$ cat src/rtl/thb_pkg.sv
// Shared types and Gray-code helpers for the trigger-matched hit buffer.
// Assumes an 8-bit crossing stamp; all age arithmetic is modulo 2**TS_W.
package thb_pkg;
    localparam int TS_W = 8;
    typedef logic [TS_W-1:0] ts_t;

    // Binary to reflected Gray code.
    function automatic ts_t bin2gray(input ts_t b);
        return b ^ (b >> 1);
    endfunction

    // Reflected Gray code back to binary, MSB first.
    function automatic ts_t gray2bin(input ts_t g);
        ts_t b;
        b[TS_W-1] = g[TS_W-1];
        for (int i = TS_W - 2; i >= 0; i--) begin
            b[i] = b[i+1] ^ g[i];
        end
        return b;
    endfunction
endpackage

$ cat src/rtl/thb_bx_counter.sv
// Free-running bunch-crossing counter.
// Holds 0 under reset, then counts up once per clock and wraps at 2**TS_W.
// Provides the binary value for age arithmetic and its Gray code for the matrix.
module thb_bx_counter
    import thb_pkg::*;
(
    input  logic clk,
    input  logic rst_n,
    output ts_t  now_bin,
    output ts_t  now_gray
);
    ts_t cnt_q;

    // Advance the crossing count every clock.
    always_ff @(posedge clk) begin
        if (!rst_n) cnt_q <= '0;
        else        cnt_q <= cnt_q + 1'b1;
    end

    // Gray view of the registered count.
    assign now_bin  = cnt_q;
    assign now_gray = bin2gray(cnt_q);
endmodule

$ cat src/rtl/thb_first_set.sv
// Lowest-index priority picker returning a one-hot grant.
// Assumes nothing about req; grant is all zeros when req is empty.
module thb_first_set #(
    parameter int N = 8
) (
    input  logic [N-1:0] req,
    output logic [N-1:0] grant,
    output logic         any
);
    // Scan from index 0 upward and keep only the first request.
    always_comb begin
        grant = '0;
        any   = 1'b0;
        for (int i = 0; i < N; i++) begin
            if (req[i] && !any) begin
                grant[i] = 1'b1;
                any      = 1'b1;
            end
        end
    end
endmodule

$ cat src/rtl/thb_trig_queue.sv
// Pending-trigger queue with trigger numbering.
// Each accepted trigger takes the next number (wrapping at 2**ID_W) and is queued.
// A push is refused when DEPTH entries are pending, even if a pop happens in the
// same clock. The head is valid whenever the queue is not empty.
module thb_trig_queue #(
    parameter int DEPTH = 2,
    parameter int ID_W  = 4
) (
    input  logic            clk,
    input  logic            rst_n,
    input  logic            push,
    input  logic            pop,
    output logic            accept,
    output logic [ID_W-1:0] new_id,
    output logic [ID_W-1:0] head_id,
    output logic            not_empty
);
    localparam int PW = (DEPTH > 1) ? $clog2(DEPTH) : 1;
    localparam int CW = $clog2(DEPTH + 1);

    logic [ID_W-1:0] ids_q [DEPTH];
    logic [PW-1:0]   rp_q, wp_q;
    logic [CW-1:0]   cnt_q;
    logic            do_pop;

    function automatic logic [PW-1:0] step(input logic [PW-1:0] p);
        return (p == PW'(DEPTH - 1)) ? '0 : p + 1'b1;
    endfunction

    assign not_empty = (cnt_q != '0);
    assign do_pop    = pop && not_empty;
    assign accept    = push && (cnt_q != CW'(DEPTH));
    assign head_id   = ids_q[rp_q];

    // Pointer, fill level and numbering bookkeeping.
    always_ff @(posedge clk) begin
        if (!rst_n) begin
            rp_q   <= '0;
            wp_q   <= '0;
            cnt_q  <= '0;
            new_id <= '0;
        end else begin
            if (accept) begin
                wp_q   <= step(wp_q);
                new_id <= new_id + 1'b1;
            end
            if (do_pop) rp_q <= step(rp_q);
            cnt_q <= cnt_q + CW'(accept) - CW'(do_pop);
        end
    end

    // Store the number of each accepted trigger.
    always_ff @(posedge clk) begin
        if (accept) ids_q[wp_q] <= new_id;
    end
endmodule

$ cat src/rtl/thb_slot_array.sv
// Hit storage slots with per-slot ageing and trigger selection.
// Each slot holds stamp, address and ToT, plus a "held" flag and the trigger
// number once a trigger has selected it. An unheld slot whose age equals the
// latency is either selected (trigger accepted this clock) or freed.
// Assumes wr_sel only targets free slots and drain_sel only held slots.
module thb_slot_array
    import thb_pkg::*;
#(
    parameter int N      = 8,
    parameter int ADDR_W = 10,
    parameter int TOT_W  = 4,
    parameter int ID_W   = 4
) (
    input  logic                    clk,
    input  logic                    rst_n,
    input  ts_t                     now_bin,
    input  ts_t                     latency,
    input  logic [N-1:0]            wr_sel,
    input  ts_t                     wr_ts_gray,
    input  logic [ADDR_W-1:0]       wr_addr,
    input  logic [TOT_W-1:0]        wr_tot,
    input  logic                    trig_take,
    input  logic [ID_W-1:0]         trig_id,
    input  logic [N-1:0]            drain_sel,
    input  logic                    drain_fire,
    input  logic                    head_live,
    input  logic [ID_W-1:0]         head_id,
    output logic [N-1:0]            occ,
    output logic [N-1:0]            ready_mask,
    output logic [N-1:0][ADDR_W-1:0] q_addr,
    output logic [N-1:0][TOT_W-1:0]  q_tot,
    output logic [N-1:0][TS_W-1:0]   q_ts
);
    for (genvar s = 0; s < N; s++) begin : g_slot
        logic              occ_q;
        logic              held_q;
        logic [ID_W-1:0]   tag_q;
        ts_t               ts_q;
        logic [ADDR_W-1:0] addr_q;
        logic [TOT_W-1:0]  tot_q;
        ts_t               age;
        logic              due;

        assign age = now_bin - gray2bin(ts_q);
        assign due = occ_q && !held_q && (age == latency);

        // Slot state: fill, drain, select at latency or expire.
        always_ff @(posedge clk) begin
            if (!rst_n) begin
                occ_q  <= 1'b0;
                held_q <= 1'b0;
                tag_q  <= '0;
            end else if (wr_sel[s]) begin
                occ_q  <= 1'b1;
                held_q <= 1'b0;
            end else if (drain_fire && drain_sel[s]) begin
                occ_q  <= 1'b0;
                held_q <= 1'b0;
            end else if (due) begin
                if (trig_take) begin
                    held_q <= 1'b1;
                    tag_q  <= trig_id;
                end else begin
                    occ_q <= 1'b0;
                end
            end
        end

        // Hit payload capture.
        always_ff @(posedge clk) begin
            if (wr_sel[s]) begin
                ts_q   <= wr_ts_gray;
                addr_q <= wr_addr;
                tot_q  <= wr_tot;
            end
        end

        assign occ[s]        = occ_q;
        assign ready_mask[s] = occ_q && held_q && head_live && (tag_q == head_id);
        assign q_addr[s]     = addr_q;
        assign q_tot[s]      = tot_q;
        assign q_ts[s]       = ts_q;
    end
endmodule

$ cat src/rtl/trig_hit_buffer.sv
// Trigger-matched hit buffer for one column region.
// Drives the Gray crossing counter, admits hits younger than the latency into
// the lowest free slot, lets triggers select entries at exactly the latency,
// and drains selected entries over valid/ready in slot order per trigger.
// Assumes latency in 1..255 and constant while hits are held.
module trig_hit_buffer
    import thb_pkg::*;
#(
    parameter int N_SLOTS  = 8,
    parameter int ADDR_W   = 10,
    parameter int TOT_W    = 4,
    parameter int ID_W     = 4,
    parameter int OVF_W    = 8,
    parameter int TQ_DEPTH = 2
) (
    input  logic              clk,
    input  logic              rst_n,
    input  logic [TS_W-1:0]   latency,
    output logic [TS_W-1:0]   bx_gray,
    input  logic              hit_valid,
    input  logic [TS_W-1:0]   hit_ts_gray,
    input  logic [ADDR_W-1:0] hit_addr,
    input  logic [TOT_W-1:0]  hit_tot,
    input  logic              l1_trig,
    output logic              rd_valid,
    input  logic              rd_ready,
    output logic [ADDR_W-1:0] rd_addr,
    output logic [TOT_W-1:0]  rd_tot,
    output logic [TS_W-1:0]   rd_ts_gray,
    output logic [ID_W-1:0]   rd_trig_id,
    output logic [OVF_W-1:0]  ovf_count
);
    ts_t                         now_bin;
    ts_t                         arr_age;
    logic                        hit_fresh;
    logic [N_SLOTS-1:0]          occ;
    logic [N_SLOTS-1:0]          free_grant;
    logic                        any_free;
    logic [N_SLOTS-1:0]          wr_sel;
    logic [N_SLOTS-1:0]          ready_mask;
    logic [N_SLOTS-1:0]          drain_sel;
    logic                        any_ready;
    logic                        rd_fire;
    logic                        trig_take;
    logic [ID_W-1:0]             trig_id;
    logic [ID_W-1:0]             head_id;
    logic                        head_live;
    logic [N_SLOTS-1:0][ADDR_W-1:0] q_addr;
    logic [N_SLOTS-1:0][TOT_W-1:0]  q_tot;
    logic [N_SLOTS-1:0][TS_W-1:0]   q_ts;

    thb_bx_counter i_bx (
        .clk      (clk),
        .rst_n    (rst_n),
        .now_bin  (now_bin),
        .now_gray (bx_gray)
    );

    // Admission: hit must be younger than the latency.
    assign arr_age   = now_bin - gray2bin(hit_ts_gray);
    assign hit_fresh = hit_valid && (arr_age < latency);

    thb_first_set #(.N(N_SLOTS)) i_free_pick (
        .req   (~occ),
        .grant (free_grant),
        .any   (any_free)
    );

    assign wr_sel = hit_fresh ? free_grant : '0;

    thb_trig_queue #(.DEPTH(TQ_DEPTH), .ID_W(ID_W)) i_tq (
        .clk       (clk),
        .rst_n     (rst_n),
        .push      (l1_trig),
        .pop       (!any_ready),
        .accept    (trig_take),
        .new_id    (trig_id),
        .head_id   (head_id),
        .not_empty (head_live)
    );

    thb_slot_array #(
        .N      (N_SLOTS),
        .ADDR_W (ADDR_W),
        .TOT_W  (TOT_W),
        .ID_W   (ID_W)
    ) i_slots (
        .clk        (clk),
        .rst_n      (rst_n),
        .now_bin    (now_bin),
        .latency    (latency),
        .wr_sel     (wr_sel),
        .wr_ts_gray (hit_ts_gray),
        .wr_addr    (hit_addr),
        .wr_tot     (hit_tot),
        .trig_take  (trig_take),
        .trig_id    (trig_id),
        .drain_sel  (drain_sel),
        .drain_fire (rd_fire),
        .head_live  (head_live),
        .head_id    (head_id),
        .occ        (occ),
        .ready_mask (ready_mask),
        .q_addr     (q_addr),
        .q_tot      (q_tot),
        .q_ts       (q_ts)
    );

    thb_first_set #(.N(N_SLOTS)) i_drain_pick (
        .req   (ready_mask),
        .grant (drain_sel),
        .any   (any_ready)
    );

    assign rd_valid   = any_ready;
    assign rd_fire    = rd_valid && rd_ready;
    assign rd_trig_id = head_id;

    // One-hot AND-OR mux of the granted slot onto the read port.
    always_comb begin
        rd_addr    = '0;
        rd_tot     = '0;
        rd_ts_gray = '0;
        for (int i = 0; i < N_SLOTS; i++) begin
            if (drain_sel[i]) begin
                rd_addr    = rd_addr    | q_addr[i];
                rd_tot     = rd_tot     | q_tot[i];
                rd_ts_gray = rd_ts_gray | q_ts[i];
            end
        end
    end

    // Saturating count of admissible hits lost to a full buffer.
    always_ff @(posedge clk) begin
        if (!rst_n)                                        ovf_count <= '0;
        else if (hit_fresh && !any_free && ovf_count != '1) ovf_count <= ovf_count + 1'b1;
    end
endmodule

$ cat config.mk
export PLATFORM = sky130hd
export DESIGN_NAME = trig_hit_buffer
export DESIGN_NICKNAME = d
export VERILOG_FILES = /design/src/rtl/thb_pkg.sv /design/src/rtl/thb_bx_counter.sv /design/src/rtl/thb_first_set.sv /design/src/rtl/thb_trig_queue.sv /design/src/rtl/thb_slot_array.sv /design/src/rtl/trig_hit_buffer.sv
export SDC_FILE = /design/constraint.sdc
export NUM_CORES = 1
export LEC_CHECK = 0
export BUFFER_PORTS_ARGS = -buffer_cell sky130_fd_sc_hd__clkbuf_2
export CAP_MARGIN = 30
export CORE_AREA = 2 2 188 208
export CTS_CLUSTER_SIZE = 20
export DETAILED_ROUTE_END_ITERATION = 8
export DIE_AREA = 0 0 190 210
export GPL_TIMING_DRIVEN = 1
export PLACE_DENSITY_LB_ADDON = 0.3
export SLEW_MARGIN = 20
export SYNTH_ARGS = -nofsm -noshare
export SYNTH_HDL_FRONTEND = slang
export SYNTH_SLANG_ARGS = --single-unit
$ cat constraint.sdc
create_clock -name clk -period 8.2 [get_ports clk]
set_input_delay 1.64 -clock clk [delete_from_list [all_inputs] [get_ports clk]]
set_output_delay 1.64 -clock clk [all_outputs]
set_load 0.005 [all_outputs]
==> summary.md <==
| Metric | Value |
|---|---|
| Outcome | `completed` |
| Post-route ant nets | `0` |
| DRC | `0` |
| Switch share | `0.296` |
| Initial DRC count | `1,032` |
| Post-DR wirelength/cell | `22.9 µm` |
| Final Power | `3.58 mW` |
| Hold buffers post-CTS | `0` |
| Die ar. | `39,900 µm²` |
| Final period util | `0.840` |
| Pleak | `6.42 nW` |
| Global-route wire length before repair | `67,500 µm` |
| Most frequent CP cell | `xor2_1` |
| Clock power frac | `0.363` |
| DP HPWL | `30,900 µm` |
| FP Rows | `75` |
| Clock sinks | `257` |
| Starting density of the core | `0.396` |
| Drt pass-1 iters | `5` |
| Synth top area share | `0.369` |
| Antenna fix cells | `0` |
| Post-synth EDFFs | `184` |
| # nets final | `1,548` |
| Initial antenna violation count | `0` |
| Final Max Slew Viols | `0` |
| Count leader, synth | `edfxtp_1` |
| IO Pins | `78` |
| Final setup fails | `0` |
| DR vias | `11.4k` |
| Worst slew pin tran | `0.945 ns` |
| Fillers | `3,533` |
| Register area share after synthesis | `0.466` |
| CP Data Required Time | `8.40 ns` |
| Grt ovf | `0` |
| Number of global-route vias before repair | `10.9k` |
| Synth-to-layout area growth | `13.2%` |
| Worst-Skew Late Latency | `0.58 ns` |
| Setup crit end kind | `flip-flop` |
| Max VDD drop | `0.000187 V` |
| Period minus WS final | `6.89 ns` |
| Largest net degree at the start of global routing | `48` |
| Die Y | `210 µm` |
| Max incr delay on CP | `0.43 ns` |
| R2R Setup Slk | `2.21 ns` |
| CTS Root Cell | `clkbuf_16` |
| Critical path type | `input port to flip-flop` |
| Buffer and inverter count on the worst path | `2` |
| Flops & latches, synth | `257` |
| Chip width | `190 µm` |
| CTS H-tree depth | `1` |
| Resized Gates After CTS | `0` |
| Slew HR | `0.368` |
| Clock Skews | `0.0460 ns` |
| Syn Area/Cell | `11.1 µm²` |
| FF+latch area | `6990 µm²` |
| Post-synth top cells | `edfxtp_1, xnor2_1, nand3_1` |
| Seq pwr share | `0.414` |
| Share of cells above drive strength 1 | `0.149` |
| Syn Std Cell Area | `15,000 µm²` |
| Wirelength, routed | `44,500 µm` |
| Int Power | `2.52 mW` |
| I/O Buffers | `77` |
| Slowest CP cell | `fa_1` |
| Final setup TNS | `0 ns` |
| Max Cap Viol | `0` |
| Fmax | `145 MHz` |
| Total CTS buffers | `28` |
| Worst hold slack | `0.473 ns` |
| Unique masters post-synth | `71` |
| Yosys top cell by area | `edfxtp_1` |
| Unrepaired setup endpoints after global routing | `no` |
| Power Density | `211 nW/µm²` |
| Syn nets | `1,475` |
| Post CTS Setup Buffer Count | `0` |
| Top FF cell, synth | `edfxtp_1` |
| Synthesis Warnings | `0` |
| Final Hold Viols | `0` |
| Combinational share of power | `0.224` |
| Post-Synthesis Cells | `1,350` |
| Delay-heaviest family, CP | `XOR/XNOR gates` |
| HP Class | `flip-flop to flip-flop` |
| Worst-path clk slew | `0.06 ns` |
| CTS tree | `built` |
| CP Max Fanout | `22` |
| RD Place Congestion | `0.898` |
| CP Launch Type | `input port` |
| Deepest clock path buffer count | `3` |
| NetSw | `1.06 mW` |
| Multi-input logic area | `7540 µm²` |
| GRT Overall Usage | `0.223` |
| Ys async rst share | `0` |
| Top cells by area, synth | `edfxtp_1, dfxtp_1, xnor2_1` |
| CORE AREA | `37,800 µm²` |
| Via-to-Cell Ratio | `5.84` |
| Crit path DAT | `7.09 ns` |
==> cell families after synthesis <==
| kind of cell | count (synthesis) | synth area share |
|---|---|---|
| flops | 257 | 0.466 |
| xor+xnor | 219 | 0.129 |
| buf+inv | 121 | 0.0352 |
| simple gates | 426 | 0.157 |
| fa+ha+maj | 90 | 0.0797 |
| compound gates | 198 | 0.103 |
| mux | 39 | 0.0294 |
==> per-layer routing <==
layer | wire [µm] | up-vias | share of wire | track usage
met5 | 0 | - | 0 | 0
met4 | 1500 | 0 | 0.034 | 0.0676
met3 | 3030 | 72 | 0.068 | 0.0330
met2 | 20500 | 425 | 0.46 | 0.360
met1 | 19500 | 5669 | 0.44 | 0.312
li1 | - | 5199 | - | -
==> worst paths after layout <==
kind                            cells past startpoint                         end                       start
worst max-delay path                               25   i_slots.g_slot[7].ts_q[0]              hit_ts_gray[7]
worst min-delay path                                2  i_slots.g_slot[2].tag_q[3]  i_slots.g_slot[2].tag_q[3]
worst max register to register                     17  i_slots.g_slot[0].tag_q[2]   i_slots.g_slot[0].ts_q[7]
worst min register to register                      2  i_slots.g_slot[2].tag_q[3]  i_slots.g_slot[2].tag_q[3]
==> tightest hold or removal path, cell delays in order, from the launching register on <==
cell and delay, ns:
dfxtp_1 0.32, nand2_1 0.06, mux2i_1 0.05
==> through the flow <==
step | instance area, µm² | setup WS [ns] | utilization | cells
after floorplan | 15000 | 0.676 | - | 1350
after CTS | 17000 | 1.36 | 0.449 | 1945
after global placement | 16000 | 1.00 | 0.423 | 1892
after detailed placement | 16000 | 0.809 | 0.423 | 1893
after global routing | 17000 | 0.876 | 0.449 | 1945
final | 17000 | 1.31 | 0.449 | 1945
==> flip-flops by register name, summed over array words and instances (netlist names), 8 cells and up, named ones only <==
signal / count
i_tq.ids_q: 8
i_slots.g_slot.occ_q: 8
i_bx.now_bin: 8
i_slots.g_slot.tot_q: 32
i_slots.g_slot.addr_q: 80
i_slots.g_slot.held_q: 8
ovf_count: 8
i_slots.g_slot.tag_q: 32
i_slots.g_slot.ts_q: 64
==> placed cells by master, fill, tap and decap left out, types with 32 or more instances in the layout <==
| cell type | netlist | routed |
|---|---|---|
| nand2_1 | 46 | 46 |
| inv_1 | 51 | 51 |
| ha_1 | 81 | 81 |
| a21oi_1 | 39 | 39 |
| nor2_1 | 57 | 56 |
| nand4_1 | 57 | 57 |
| nand3_1 | 99 | 99 |
| mux2i_1 | 35 | 35 |
| o2111ai_1 | 32 | 32 |
| xor2_1 | 94 | 93 |
| xnor2_1 | 124 | 124 |
| buf_4 | 5 | 35 |
| clkbuf_2 | 0 | 77 |
| nor3_1 | 53 | 49 |
| edfxtp_1 | 184 | 184 |
| dfxtp_1 | 73 | 73 |
==> cell type report <==
| cell class | count | share of cell area |
|---|---|---|
| Timing Repair Buffer | 113 | 0.0389 |
| Sequential cell | 257 | 0.412 |
| Tap cell | 500 | 0.0369 |
| Multi-Input combinational cell | 972 | 0.444 |
| Clock inverter | 14 | 0.0102 |
| Clock buffer | 38 | 0.0465 |
| Inverter | 51 | 0.0113 |
==> power groups by stage <==
stage	registers (mW)	logic, mW	clock network [mW]
2_1_floorplan	1.49	0.585	0
3_5_place_dp	1.51	0.789	0
5_1_grt	1.49	0.878	1.36
3_3_place_gp	1.51	0.776	0
4_1_cts	1.48	0.797	1.32
6_report	1.48	0.800	1.30
(Power assumes the default switching activity.)
